[config.mk]
export PLATFORM = sky130hd
export DESIGN_NAME = seg_prefetch_unit
export DESIGN_NICKNAME = d
export VERILOG_FILES = /design/src/rtl/seg_pfq_pkg.sv /design/src/rtl/seg_addr_gen.sv /design/src/rtl/seg_byte_queue.sv /design/src/rtl/seg_fetch_ctrl.sv /design/src/rtl/seg_prefetch_unit.sv
export SDC_FILE = /design/constraint.sdc
export NUM_CORES = 1
export LEC_CHECK = 0
export BUFFER_PORTS_ARGS = -buffer_cell sky130_fd_sc_hd__buf_2
export CAP_MARGIN = 5
export CORE_MARGIN = 5
export CORE_UTILIZATION = 58
export CTS_BUF_LIST = sky130_fd_sc_hd__clkbuf_16
export DETAILED_ROUTE_END_ITERATION = 10
export PLACE_DENSITY = 0.86
export SETUP_SLACK_MARGIN = 0.15
export SYNTH_ARGS = -nofsm -noshare
export SYNTH_HDL_FRONTEND = slang
export SYNTH_HIERARCHICAL = 1
export SYNTH_SLANG_ARGS = --single-unit
[constraint.sdc]
create_clock -name clk -period 5.9 [get_ports clk]
set_clock_uncertainty 0.15 [all_clocks]
set_input_delay 0.59 -clock clk [delete_from_list [all_inputs] [get_ports clk]]
set_output_delay 0.59 -clock clk [all_outputs]
set_load 0.05 [all_outputs]
[src/rtl/seg_pfq_pkg.sv]
package seg_pfq_pkg;
  localparam int unsigned DEF_QDEPTH     = 6;
  localparam int unsigned DEF_SEG_W      = 16;
  localparam int unsigned DEF_OFF_W      = 16;
  localparam int unsigned DEF_ADDR_W     = 20;
  localparam int unsigned DEF_SEG_SHIFT  = 4;
  localparam int unsigned DEF_BUS_W      = 16;
  localparam int unsigned DEF_FETCH_ROOM = 2;

  typedef enum logic {
    FETCH_WORD = 1'b0,
    FETCH_BYTE = 1'b1
  } fetch_kind_e;
endpackage

[src/rtl/seg_addr_gen.sv]
module seg_addr_gen
  import seg_pfq_pkg::*;
#(
  parameter int unsigned SEG_W     = DEF_SEG_W,
  parameter int unsigned OFF_W     = DEF_OFF_W,
  parameter int unsigned ADDR_W    = DEF_ADDR_W,
  parameter int unsigned SEG_SHIFT = DEF_SEG_SHIFT
) (
  input  logic [SEG_W-1:0]  seg_i,
  input  logic [OFF_W-1:0]  off_i,
  output logic [ADDR_W-1:0] phys_o
);
  // Base is the segment moved up by SEG_SHIFT; the sum keeps ADDR_W bits only.
  logic [ADDR_W-1:0] base;
  logic [ADDR_W-1:0] disp;

  always_comb begin
    base   = ADDR_W'(seg_i) << SEG_SHIFT;
    disp   = ADDR_W'(off_i);
    phys_o = base + disp;
  end
endmodule

[src/rtl/seg_byte_queue.sv]
module seg_byte_queue
  import seg_pfq_pkg::*;
#(
  parameter int unsigned DEPTH = DEF_QDEPTH,
  parameter int unsigned DW    = 8,
  parameter int unsigned LANES = DEF_BUS_W / 8,
  localparam int unsigned PTR_W = $clog2(DEPTH),
  localparam int unsigned LVL_W = $clog2(DEPTH + 1),
  localparam int unsigned CNT_W = $clog2(LANES + 1)
) (
  input  logic                clk,
  input  logic                rst_n,
  input  logic                clr_i,
  input  logic [CNT_W-1:0]    push_cnt_i,
  input  logic [LANES*DW-1:0] push_data_i,
  input  logic                pop_i,
  output logic [DW-1:0]       head_o,
  output logic [LVL_W-1:0]    level_o
);
  logic [DW-1:0]    mem_q [DEPTH];
  logic [PTR_W-1:0] rd_q;
  logic [LVL_W-1:0] lvl_q;
  logic             pop_eff;

  function automatic logic [PTR_W-1:0] slot(input int base, input int k);
    return PTR_W'((base + k) % int'(DEPTH));
  endfunction

  assign pop_eff = pop_i && (lvl_q != '0);
  assign head_o  = mem_q[rd_q];
  assign level_o = lvl_q;

  // Pointer and occupancy: clear wins over push and pop.
  always_ff @(posedge clk) begin
    if (!rst_n || clr_i) begin
      rd_q  <= '0;
      lvl_q <= '0;
    end else begin
      if (pop_eff) rd_q <= slot(int'(rd_q), 1);
      lvl_q <= LVL_W'(int'(lvl_q) + int'(push_cnt_i) - (pop_eff ? 1 : 0));
    end
  end

  // Lane k of the incoming word lands k slots past the current tail.
  always_ff @(posedge clk) begin
    for (int k = 0; k < int'(LANES); k++) begin
      if (!clr_i && (k < int'(push_cnt_i)))
        mem_q[slot(int'(rd_q) + int'(lvl_q), k)] <= push_data_i[k*DW +: DW];
    end
  end
endmodule

[src/rtl/seg_fetch_ctrl.sv]
module seg_fetch_ctrl
  import seg_pfq_pkg::*;
#(
  parameter int unsigned QDEPTH     = DEF_QDEPTH,
  parameter int unsigned SEG_W      = DEF_SEG_W,
  parameter int unsigned OFF_W      = DEF_OFF_W,
  parameter int unsigned BUS_W      = DEF_BUS_W,
  parameter int unsigned FETCH_ROOM = DEF_FETCH_ROOM,
  parameter logic [SEG_W-1:0] RST_SEG = '1,
  parameter logic [OFF_W-1:0] RST_IP  = '0,
  localparam int unsigned LANES = BUS_W / 8,
  localparam int unsigned LVL_W = $clog2(QDEPTH + 1),
  localparam int unsigned CNT_W = $clog2(LANES + 1)
) (
  input  logic             clk,
  input  logic             rst_n,
  input  logic             flush_i,
  input  logic [SEG_W-1:0] flush_seg_i,
  input  logic [OFF_W-1:0] flush_ip_i,
  input  logic [LVL_W-1:0] level_i,
  input  logic             req_ready_i,
  input  logic             rsp_valid_i,
  input  logic [BUS_W-1:0] rsp_data_i,
  output logic             req_valid_o,
  output logic             req_byte_o,
  output logic [SEG_W-1:0] seg_o,
  output logic [OFF_W-1:0] off_o,
  output logic [CNT_W-1:0] push_cnt_o,
  output logic [BUS_W-1:0] push_data_o
);
  logic [SEG_W-1:0] seg_q;
  logic [OFF_W-1:0] off_q;
  logic             pending_q;
  logic             stale_q;
  fetch_kind_e      kind;
  logic             fire;
  logic             rsp_hit;
  logic             fresh;

  // Misaligned offset fetches one byte so later fetches fall on word bounds.
  assign kind        = off_q[0] ? FETCH_BYTE : FETCH_WORD;
  assign req_byte_o  = (kind == FETCH_BYTE);
  assign req_valid_o = !pending_q &&
                       ((int'(QDEPTH) - int'(level_i)) >= int'(FETCH_ROOM));
  assign fire        = req_valid_o && req_ready_i;
  assign rsp_hit     = rsp_valid_i && pending_q;
  assign fresh       = rsp_hit && !stale_q && !flush_i;
  assign push_cnt_o  = !fresh ? '0 :
                       (kind == FETCH_BYTE) ? CNT_W'(1) : CNT_W'(LANES);
  assign push_data_o = rsp_data_i;
  assign seg_o       = seg_q;
  assign off_o       = off_q;

  always_ff @(posedge clk) begin
    if (!rst_n) begin
      seg_q     <= RST_SEG;
      off_q     <= RST_IP;
      pending_q <= 1'b0;
      stale_q   <= 1'b0;
    end else begin
      if (flush_i) begin
        seg_q <= flush_seg_i;
        off_q <= flush_ip_i;
      end else begin
        off_q <= off_q + OFF_W'(push_cnt_o);
      end

      if (fire)         pending_q <= 1'b1;
      else if (rsp_hit) pending_q <= 1'b0;

      // A response still owed at flush time belongs to the old stream.
      if (flush_i)      stale_q <= (pending_q && !rsp_valid_i) || fire;
      else if (rsp_hit) stale_q <= 1'b0;
    end
  end
endmodule

[src/rtl/seg_prefetch_unit.sv]
module seg_prefetch_unit
  import seg_pfq_pkg::*;
#(
  parameter int unsigned QDEPTH     = DEF_QDEPTH,
  parameter int unsigned SEG_W      = DEF_SEG_W,
  parameter int unsigned OFF_W      = DEF_OFF_W,
  parameter int unsigned ADDR_W     = DEF_ADDR_W,
  parameter int unsigned SEG_SHIFT  = DEF_SEG_SHIFT,
  parameter int unsigned BUS_W      = DEF_BUS_W,
  parameter int unsigned FETCH_ROOM = DEF_FETCH_ROOM,
  parameter logic [SEG_W-1:0] RST_SEG = '1,
  parameter logic [OFF_W-1:0] RST_IP  = '0,
  localparam int unsigned LANES = BUS_W / 8,
  localparam int unsigned LVL_W = $clog2(QDEPTH + 1),
  localparam int unsigned CNT_W = $clog2(LANES + 1)
) (
  input  logic              clk,
  input  logic              rst_n,
  input  logic              flush_i,
  input  logic [SEG_W-1:0]  flush_seg_i,
  input  logic [OFF_W-1:0]  flush_ip_i,
  output logic              mem_req_valid_o,
  input  logic              mem_req_ready_i,
  output logic [ADDR_W-1:0] mem_req_addr_o,
  output logic              mem_req_byte_o,
  input  logic              mem_rsp_valid_i,
  input  logic [BUS_W-1:0]  mem_rsp_data_i,
  output logic              pop_valid_o,
  input  logic              pop_ready_i,
  output logic [7:0]        pop_data_o,
  output logic [LVL_W-1:0]  level_o
);
  logic [SEG_W-1:0] cur_seg;
  logic [OFF_W-1:0] cur_off;
  logic [CNT_W-1:0] push_cnt;
  logic [BUS_W-1:0] push_data;
  logic [LVL_W-1:0] level;
  logic             pop_fire;

  assign pop_valid_o = (level != '0);
  assign pop_fire    = pop_valid_o && pop_ready_i;
  assign level_o     = level;

  seg_fetch_ctrl #(
    .QDEPTH(QDEPTH), .SEG_W(SEG_W), .OFF_W(OFF_W), .BUS_W(BUS_W),
    .FETCH_ROOM(FETCH_ROOM), .RST_SEG(RST_SEG), .RST_IP(RST_IP)
  ) u_ctrl (
    .clk         (clk),
    .rst_n       (rst_n),
    .flush_i     (flush_i),
    .flush_seg_i (flush_seg_i),
    .flush_ip_i  (flush_ip_i),
    .level_i     (level),
    .req_ready_i (mem_req_ready_i),
    .rsp_valid_i (mem_rsp_valid_i),
    .rsp_data_i  (mem_rsp_data_i),
    .req_valid_o (mem_req_valid_o),
    .req_byte_o  (mem_req_byte_o),
    .seg_o       (cur_seg),
    .off_o       (cur_off),
    .push_cnt_o  (push_cnt),
    .push_data_o (push_data)
  );

  seg_addr_gen #(
    .SEG_W(SEG_W), .OFF_W(OFF_W), .ADDR_W(ADDR_W), .SEG_SHIFT(SEG_SHIFT)
  ) u_agen (
    .seg_i  (cur_seg),
    .off_i  (cur_off),
    .phys_o (mem_req_addr_o)
  );

  seg_byte_queue #(
    .DEPTH(QDEPTH), .DW(8), .LANES(LANES)
  ) u_queue (
    .clk         (clk),
    .rst_n       (rst_n),
    .clr_i       (flush_i),
    .push_cnt_i  (push_cnt),
    .push_data_i (push_data),
    .pop_i       (pop_fire),
    .head_o      (pop_data_o),
    .level_o     (level)
  );
endmodule

## Word-level counts from Yosys, hierarchy flattened

Memory sizes are Yosys's and may differ from the RTL's. A register that Yosys moved wholly into a read port is not among the register bits.
Cells that the tools add are included.

- Memory bits (writable): 48
- Bits of input ports: 54
- Bits in registers: 40
- Output and inout port bits: 34
- Memories: 1

- Divide/modulo/power cells: 3
- Muxes and demuxes: 14
- Add/subtract/negate cells: 8
- $lt $le $gt $ge: 3
- Reductions and logical operators: 20

Memories:

| memory | depth | bits a word | read ports | clocked after memory_dff | write ports | RTL line | RTL |
|---|---|---|---|---|---|---|---|
| u_queue.mem_q | 6 | 8 | 1 | 1 | 2 | seg_byte_queue.sv:20 | `logic [DW-1:0] mem_q [DEPTH];` |

Operators with widths:

| operator | number |
|---|---|
| 32-bit by 4-bit remainder unit with 32-bit output (second input constant) | 3 |
| 32-bit by 2-bit adder with 32-bit output (second input constant) | 1 |
| 32-bit by 3-bit >= comparator with 1-bit output (second input constant) | 1 |
| 20-bit by 16-bit adder with 20-bit output | 1 |
| 16-bit by 2-bit adder with 16-bit output | 1 |
| 16-bit 2-to-1 mux | 1 |
| 1-bit logical AND | 10 |
| 1-bit 2-to-1 mux | 9 |
| 3-bit 2-to-1 mux | 2 |
| 1-bit zero test | 5 |
| 3-bit by 1-bit adder with 4-bit output (second input constant) | 1 |
| 3-bit by 3-bit adder with 4-bit output | 1 |
| 1-bit by 2-bit < comparator with 1-bit output (first input constant) | 2 |
| 2-bit 2-to-1 mux | 2 |
| 2-bit nonzero test | 2 |
| 3-bit by 3-bit subtractor with 4-bit output (first input constant) | 1 |
| 3-bit by 2-bit adder with 3-bit output | 1 |
| 3-bit nonzero test | 1 |
| 3-bit subtractor | 1 |
| 1-bit logical OR | 2 |

## Logic depth before layout (Yosys ltp)

Gate-level depths: netlist of the first run.

- Depth after elaboration: 8
- Mapped depth: 14
- Gate-level depth less buffers: 13

## Cells and area by module

The synthesis of the first run kept the hierarchy.

By module, submodules not included:

| module | cells each | times used | area each (um2) |
|---|---|---|---|
| seg_byte_queue | 266 | 1 | 3502.1 |
| seg_fetch_ctrl | 201 | 1 | 1765.4 |
| seg_addr_gen | 108 | 1 | 820.8 |
| seg_prefetch_unit | 2 | 1 | 16.3 |

## Worst setup path before layout of the first run

No wires, ideal clock.

- Path type: flip-flop to flip-flop
- Start: register u_queue.lvl_q[0], in the netlist u_queue/level_o[0]
- End: memory u_queue.mem_q[2][0], enable pin
- Cell stages (with the launch flop): 14
- Setup slack: 1.493 ns
- Required time: 5.392 ns
- Data arrival time: 3.899 ns
- Path through: dfxtp_1 > ha_1 > fa_1 > ha_1 > a21oi_1 > nor2_1 > o22ai_1 > ha_1 > nor2b_1 > or2_2 > o221ai_1 > nand2_2 > mux2i_4 > o21ai_0

RTL lines:

| element | RTL line | RTL |
|---|---|---|
| start: declaration | seg_byte_queue.sv:22 | `logic [LVL_W-1:0] lvl_q;` |
| start signal: assignment | seg_byte_queue.sv:40 | `lvl_q <= LVL_W'(int'(lvl_q) + int'(push_cnt_i) - (pop_eff ? 1 : 0));` |
| end: declaration | seg_byte_queue.sv:20 |  |

==> results of run 1 <==
[state kept, by name, indices dropped and copies added (netlist names), named ones only]
register          flops
u_queue/rd_q          3
u_ctrl/off_o         16
u_ctrl/pending_q      1
u_ctrl/seg_o         16
u_queue/mem_q        48
u_ctrl/stale_q        1
u_queue/level_o       3
[synth_stat cells (all sizes together) (3+ instances only)]
cell / n
nand4: 7
ha: 30
or3: 9
inv: 27
o221ai: 3
nor2: 29
a31oi: 7
dfxtp: 43
nor3: 10
clkbuf: 14
and2: 7
fa: 4
a21o: 5
buf: 32
xnor2: 16
and4: 4
nand2: 43
a31o: 4
nand2b: 5
mux2: 50
o21ai: 25
a211oi: 5
mux2i: 27
and3: 8
nand3: 20
a21oi: 28
o211ai: 3
o31a: 4
mux4: 8
xor2: 9
nor3b: 5
edfxtp: 48
[critical path: cells and delay by family, from the launching register on]
kind	cells	cell delay, ns
adders and majority gates	4	1.65
AOI/OAI and AO/OA	4	1.06
and+or+nand+nor	4	0.68
DFF	1	0.39
muxes	1	0.39
[metrics by stage]
stage / instance area (sq um) / cells / power [mW] / hold WS, ns
5_1_grt: 6760 / 773 / 1.77 / 0.294
4_1_cts: 6760 / 772 / 1.71 / 0.296
3_5_place_dp: 6440 / 756 / 1.10 / 0.327
2_1_floorplan: 6100 / 577 / 1.02 / 0.298
6_report: 6760 / 773 / 1.70 / 0.307
3_3_place_gp: 6440 / 756 / 1.09 / 0.315
[area by class of cell]
type,count,area [sq um]
clock inverters,7,88.8
clock buffers,9,225
well taps,136,170
fillers,801,3510
flip-flops and latches,91,2300
inverters,27,101
repair buffers,90,458
multi-input cells,413,3420
[how the worst min path moves through the flow]
stage                                  end  slack (ns)
final                      u_ctrl/seg_o[2]        0.31
after floorplan           u_ctrl/seg_o[10]        0.30
after CTS                  u_ctrl/seg_o[3]        0.30
after detailed placement   u_ctrl/seg_o[5]        0.33
after global placement     u_ctrl/seg_o[6]        0.32
after global routing       u_ctrl/seg_o[3]        0.29
[report_power, final]
group	total, mW	internal [mW]	leakage (nW)	switching (mW)
Combinational	0.390	0.127	1.80	0.263
Sequential	0.701	0.682	0.786	0.0187
Clock	0.607	0.340	0.152	0.267
Total	1.70	1.15	2.74	0.548
[metal layers]
metal	vias up	routed length, um	global-route usage
li1	2239	-	-
met3	22	1060	0.0501
met1	2264	5770	0.287
met4	0	252	0.0737
met5	-	0	0
met2	215	7230	0.399
[logic make-up after synthesis]
logic type	Yosys count
and+or+nand+nor	159
AOI/OAI and AO/OA	110
DFF	91
muxes	85
buffers and inverters	73
adders and majority gates	34
xor gates and xnor gates	25
==> out/results.ini, run 1 <==
[die]
core_area_sq_um = 10300
start_util = 0.594
rows = 37
dieHeight_um = 113
io_pins = 88
die-width_um = 113
die_area_sq_um = 12700

[placed_design]
dp_hpwl_um = 10500
place_ws_ns = 1.29
globalplace.congestion = 0.853
io_buffers = 87

[yosys]
yosysTopAreaCellShare = 0.236
synth_fa_ha_area_frac = 0.0746
synth_area_leader_cell = edfxtp_1
synthFlopType = edfxtp_1
ys_async_sr_fraction = 0
synthCells = 577
synth_cell_type_count = 76
synth-simple-area-share = 0.134
synth_top_family_by_area = multiplexers
ys_top_cells_by_area = edfxtp_1 24%, dfxtp_1 14%, mux2_2 7.2%
yosysWarningCount = 6
syn_area_per_cell_sq_um = 10.6
seq_area_frac_synth = 0.377
synth-compound-area-share = 0.139
synthMuxAreaShare = 0.176
synth-seq-cells = 91
netlist_area_sq_um = 6100
synth_xor_area_frac = 0.0359
syn_nets = 665
synth_edf_count = 48

[final_layout]
layout_commonest_cell = buf_2
layout_common_cells = 87 x buf_2, 48 x edfxtp_1, 43 x dfxtp_1
n_antenna_cell = 0
synthToLayoutAreaGrowth_pct = 10.8
drive_gt1_frac = 0.289
final_util = 0.658
fin_nets = 720

[worst_setup_path]
cp_common_cell = ha_1
cp-start-kind = flip-flop
crit_fanout = 9
r2r_end = u_queue/mem_q[2][4]
cp-end-kind = flip-flop
path_class = flip-flop to flip-flop
crit_start = u_queue/level_o[0]
critical-path-max-stage-delay_ns = 0.70
slowest_stage = fa_1
r2r_cells = 13
crit_end = u_queue/mem_q[2][4]
crit_chain = ha_1 -> fa_1 -> ha_1 -> a21oi_1 -> nor2_1 -> o22ai_1 -> ha_1 -> nor2b_1 -> or2_2 -> o221ai_1 -> nand2_2 -> mux2i_4 -> o21ai_0
worstPathRequired_ns = 5.71
worstPathArrival_ns = 4.51
reg2reg_setup_slack_ns = 1.20
r2r_start = u_queue/level_o[0]

[clock_network]
clock_path_buffers = 2
cts_buffers = 9
cts_hold_buf = 0
worst_skew_pair.late_latency_ns = 0.34
tritoncts = built
clk_pin_slew_ns = 0.07
htreeDepth = 3
post-cts-setup-buffers = 0
cts.sinks = 91
cts-resized-gates = 0
clockRootBuffer = clkbuf_16

[status]
outcome = completed

[sta]
final.setup.tns_ns = 0
max_slew_margin = 0.312
setup_ws_ns = 1.20
tightestPinTransition_ns = 1.02
maxSlewViolCount = 0
setup_viol = 0
timing.final.crit_share = 0.797
timing.fmax_mhz = 213
rsz0062_at_grt = no
finalCriticalPeriod_ns = 4.70
hold_viol_final = 0

[route]
wl_per_cell_um = 18.5
dr.first_iter.drc_count = 295
dr.pass1.iters = 7
ant_nets = 0
vias = 4740
drc = 0
avgViaCountPerCell = 6.13
routed_wl_um = 14300

[flow_run]
max_cap_viol_count = 0

[power]
ir_drop_mv = 0.220
power_density_nw_per_um2 = 251
p_leak_nw = 2.74

[grt]
grt_overflow = 0
track_usage = 0.231
grt_max_degree = 37
grt_pass1_wl_um = 23900
antenna_found_initial = 0
grt_pass1_vias = 4832

[worst_hold_path]
worstHoldPathCells = 3
hp-class = input port to flip-flop
hp-start = flush_seg_i[2]

Power figures use the tool's default switching activity.
==> run 2, diff against run 1 <==
Settings changed: CORE_UTILIZATION 58 to 53, PLACE_DENSITY 0.86 to 0.83.
Clock period 5.9 ns to 4.1 ns, I/O delays scaled along.
==> run 2 against run 1 <==
Non-clock buffer count grew 16. First-iteration DRC count grew 3.7%. Cell count up 3.2%. Global-route usage down 2.4 points. Final area is 4.2% higher. Worst setup slack got worse by 0.91 ns. Routed wire length up 2.4%. Sequential power grew 44%. Combinational power up 44%. Critical path depth increased by 1. Fmax grew 23%.
==> out/results.ini, run 2 (same netlist as run 1, synthesis figures left out) <==
[status]
outcome = completed

[worst_setup_path]
cp-start-kind = flip-flop
critical-path-max-stage-delay_ns = 0.45  ; -0.25 ns
crit_buf_inv = 1  ; +1
crit_family = adder cells
crit_fanout = 5  ; -4
cp_common_cell = ha_1
slowest_stage = fa_2
path_class = flip-flop to flip-flop
worstPathArrival_ns = 3.76  ; -0.75 ns
cp-end-kind = flip-flop
worstPathRequired_ns = 4.04  ; -1.67 ns
crit_chain = ha_4 -> fa_2 -> ha_1 -> a21oi_2 -> nor2_1 -> o22ai_1 -> ha_1 -> nor2b_2 -> nand2_1 -> mux2_4 -> a211oi_4 -> o21ai_4 -> buf_12 -> mux2_2

[sta]
timing.fmax_mhz = 262  ; +23%
max_slew_margin = 0.359  ; +0.0463
tightestPinTransition_ns = 0.961  ; -0.0600 ns
setup_ws_ns = 0.287  ; -0.912 ns
rsz0062_at_grt = no
timing.final.crit_share = 0.930  ; +0.133
finalCriticalPeriod_ns = 3.81  ; -0.888 ns
final.setup.tns_ns = 0  ; unchanged
setup_viol = 0  ; unchanged
maxSlewViolCount = 0  ; unchanged
hold_viol_final = 0  ; unchanged

[clock_network]
cts_buffers = 9  ; unchanged
worst_skew_pair.late_latency_ns = 0.34  ; about the same
tritoncts = built
clockRootBuffer = clkbuf_16
clk_pin_slew_ns = 0.07  ; about the same
cts.sinks = 91  ; unchanged
clock_path_buffers = 2  ; unchanged
cts_hold_buf = 0  ; unchanged
htreeDepth = 3  ; unchanged

[grt]
grt_use_met1 = 0.244  ; -0.0431
grt_overflow = 0  ; unchanged
met3_usage = 0.0404  ; -0.00971
grt_pass1_wl_um = 23700  ; -0.61%
grt_most_used_layer = met2
grt_max_degree = 37  ; unchanged
use_met2 = 0.373  ; -0.0259
track_usage = 0.207  ; -0.0237
antenna_found_initial = 1  ; +1
grt_pass1_vias = 4858  ; +0.54%

[flow_run]
max_cap_viol_count = 0  ; unchanged

[die]
start_util = 0.537  ; -0.0571
die-width_um = 117  ; +4.2%
io_pins = 88  ; unchanged
core_area_sq_um = 11400  ; +11%
die_area_sq_um = 13800  ; +8.6%
rows = 39  ; +5.4%
dieHeight_um = 117  ; +4.2%

[placed_design]
dp_hpwl_um = 10100  ; -3.3%
placed_area_sq_um = 6550  ; +1.7%
globalplace.congestion = 0.860  ; +0.74%
io_buffers = 87  ; unchanged
place_ws_ns = -0.00546  ; -1.30 ns

[final_layout]
largest_register = u_queue/mem_q
final_util = 0.620  ; -0.0381
drive_gt1_frac = 0.327  ; +0.0384
synthToLayoutAreaGrowth_pct = 15.5
layout_common_cells = 87 x buf_2, 48 x edfxtp_1, 42 x nand2_1
fin_nets = 737  ; +2.4%
finalInstanceArea_sq_um = 7050  ; +4.2%
largest_reg_flops = 48  ; unchanged
layout_commonest_cell = buf_2
fillers = 877  ; +9.5%

[route]
avgViaCountPerCell = 6.07  ; -1.0%
vias = 4842  ; +2.2%
dr.first_iter.drc_count = 306  ; +3.7%
dr.pass1.iters = 7  ; unchanged
wl_per_cell_um = 18.3  ; -0.85%
drc = 0  ; unchanged
routed_wl_um = 14600  ; +2.4%
ant_nets = 0  ; unchanged

[power]
power_density_nw_per_um2 = 342  ; +36%
p_leak_nw = 2.85  ; +4.2%
ir_drop_mv = 0.453  ; +110%
total_power_mw = 2.41  ; +42%

[worst_hold_path]
hp-class = input port to flip-flop

run 2: final cells by class:
| class | instances | area (sq um) | share of cell area |
|---|---|---|---|
| Tap cell | 143 | 179 | 0.0254 |
| Sequential cell | 91 | 2310 | 0.328 |
| Antenna cell | 1 | 2.50 | 0.000355 |
| Timing Repair Buffer | 106 | 644 | 0.0914 |
| Inverter | 27 | 101 | 0.0144 |
| Clock buffer | 9 | 225 | 0.0320 |
| Multi-Input combinational cell | 414 | 3510 | 0.498 |
| Clock inverter | 7 | 76.3 | 0.0108 |
run 2: per-layer routing:
metal  wire length, um  vias up
met2              7540      177
met3               962       31
met5                 7        -
met1              5850     2356
li1                  -     2276
met4               285        2
run 2: repair_timing:
action	CTS	global route
buffers inserted	3	4
pin swaps	1	4
gates cloned	0	1
setup endpoints to repair	64	96
gates resized for setup	4	13
hold endpoints to repair	0	0
run 2: power breakdown:
part / internal (mW) / switching, mW / leakage [nW]
clock: 0.479 / 0.363 / 0.154
combinational: 0.186 / 0.377 / 1.91
sequential: 0.981 / 0.0266 / 0.789
run 2: worst paths after layout:
check                                startpoint             endpoint  slack [ns]  cells past startpoint
worst max-delay path            u_queue/rd_q[0]  u_queue/mem_q[0][1]        0.29                     14
worst min-delay path             flush_seg_i[3]      u_ctrl/seg_o[3]        0.13                      3
worst max register to register  u_queue/rd_q[0]  u_queue/mem_q[0][1]        0.29                     14
worst min register to register  u_ctrl/seg_o[2]      u_ctrl/seg_o[2]        0.34                      2
run 2: worst min-delay path, cell delays in order:
cell	delay, ns
buf_2	0.08
mux2i_1	0.05
nand2_1	0.05
run 2: through the flow:
step                      hold WS, ns  instances
final                           0.127        798
after detailed placement        0.320        773
after global routing            0.119        797
after floorplan                 0.298        577
after CTS                       0.120        792
after global placement          0.311        773
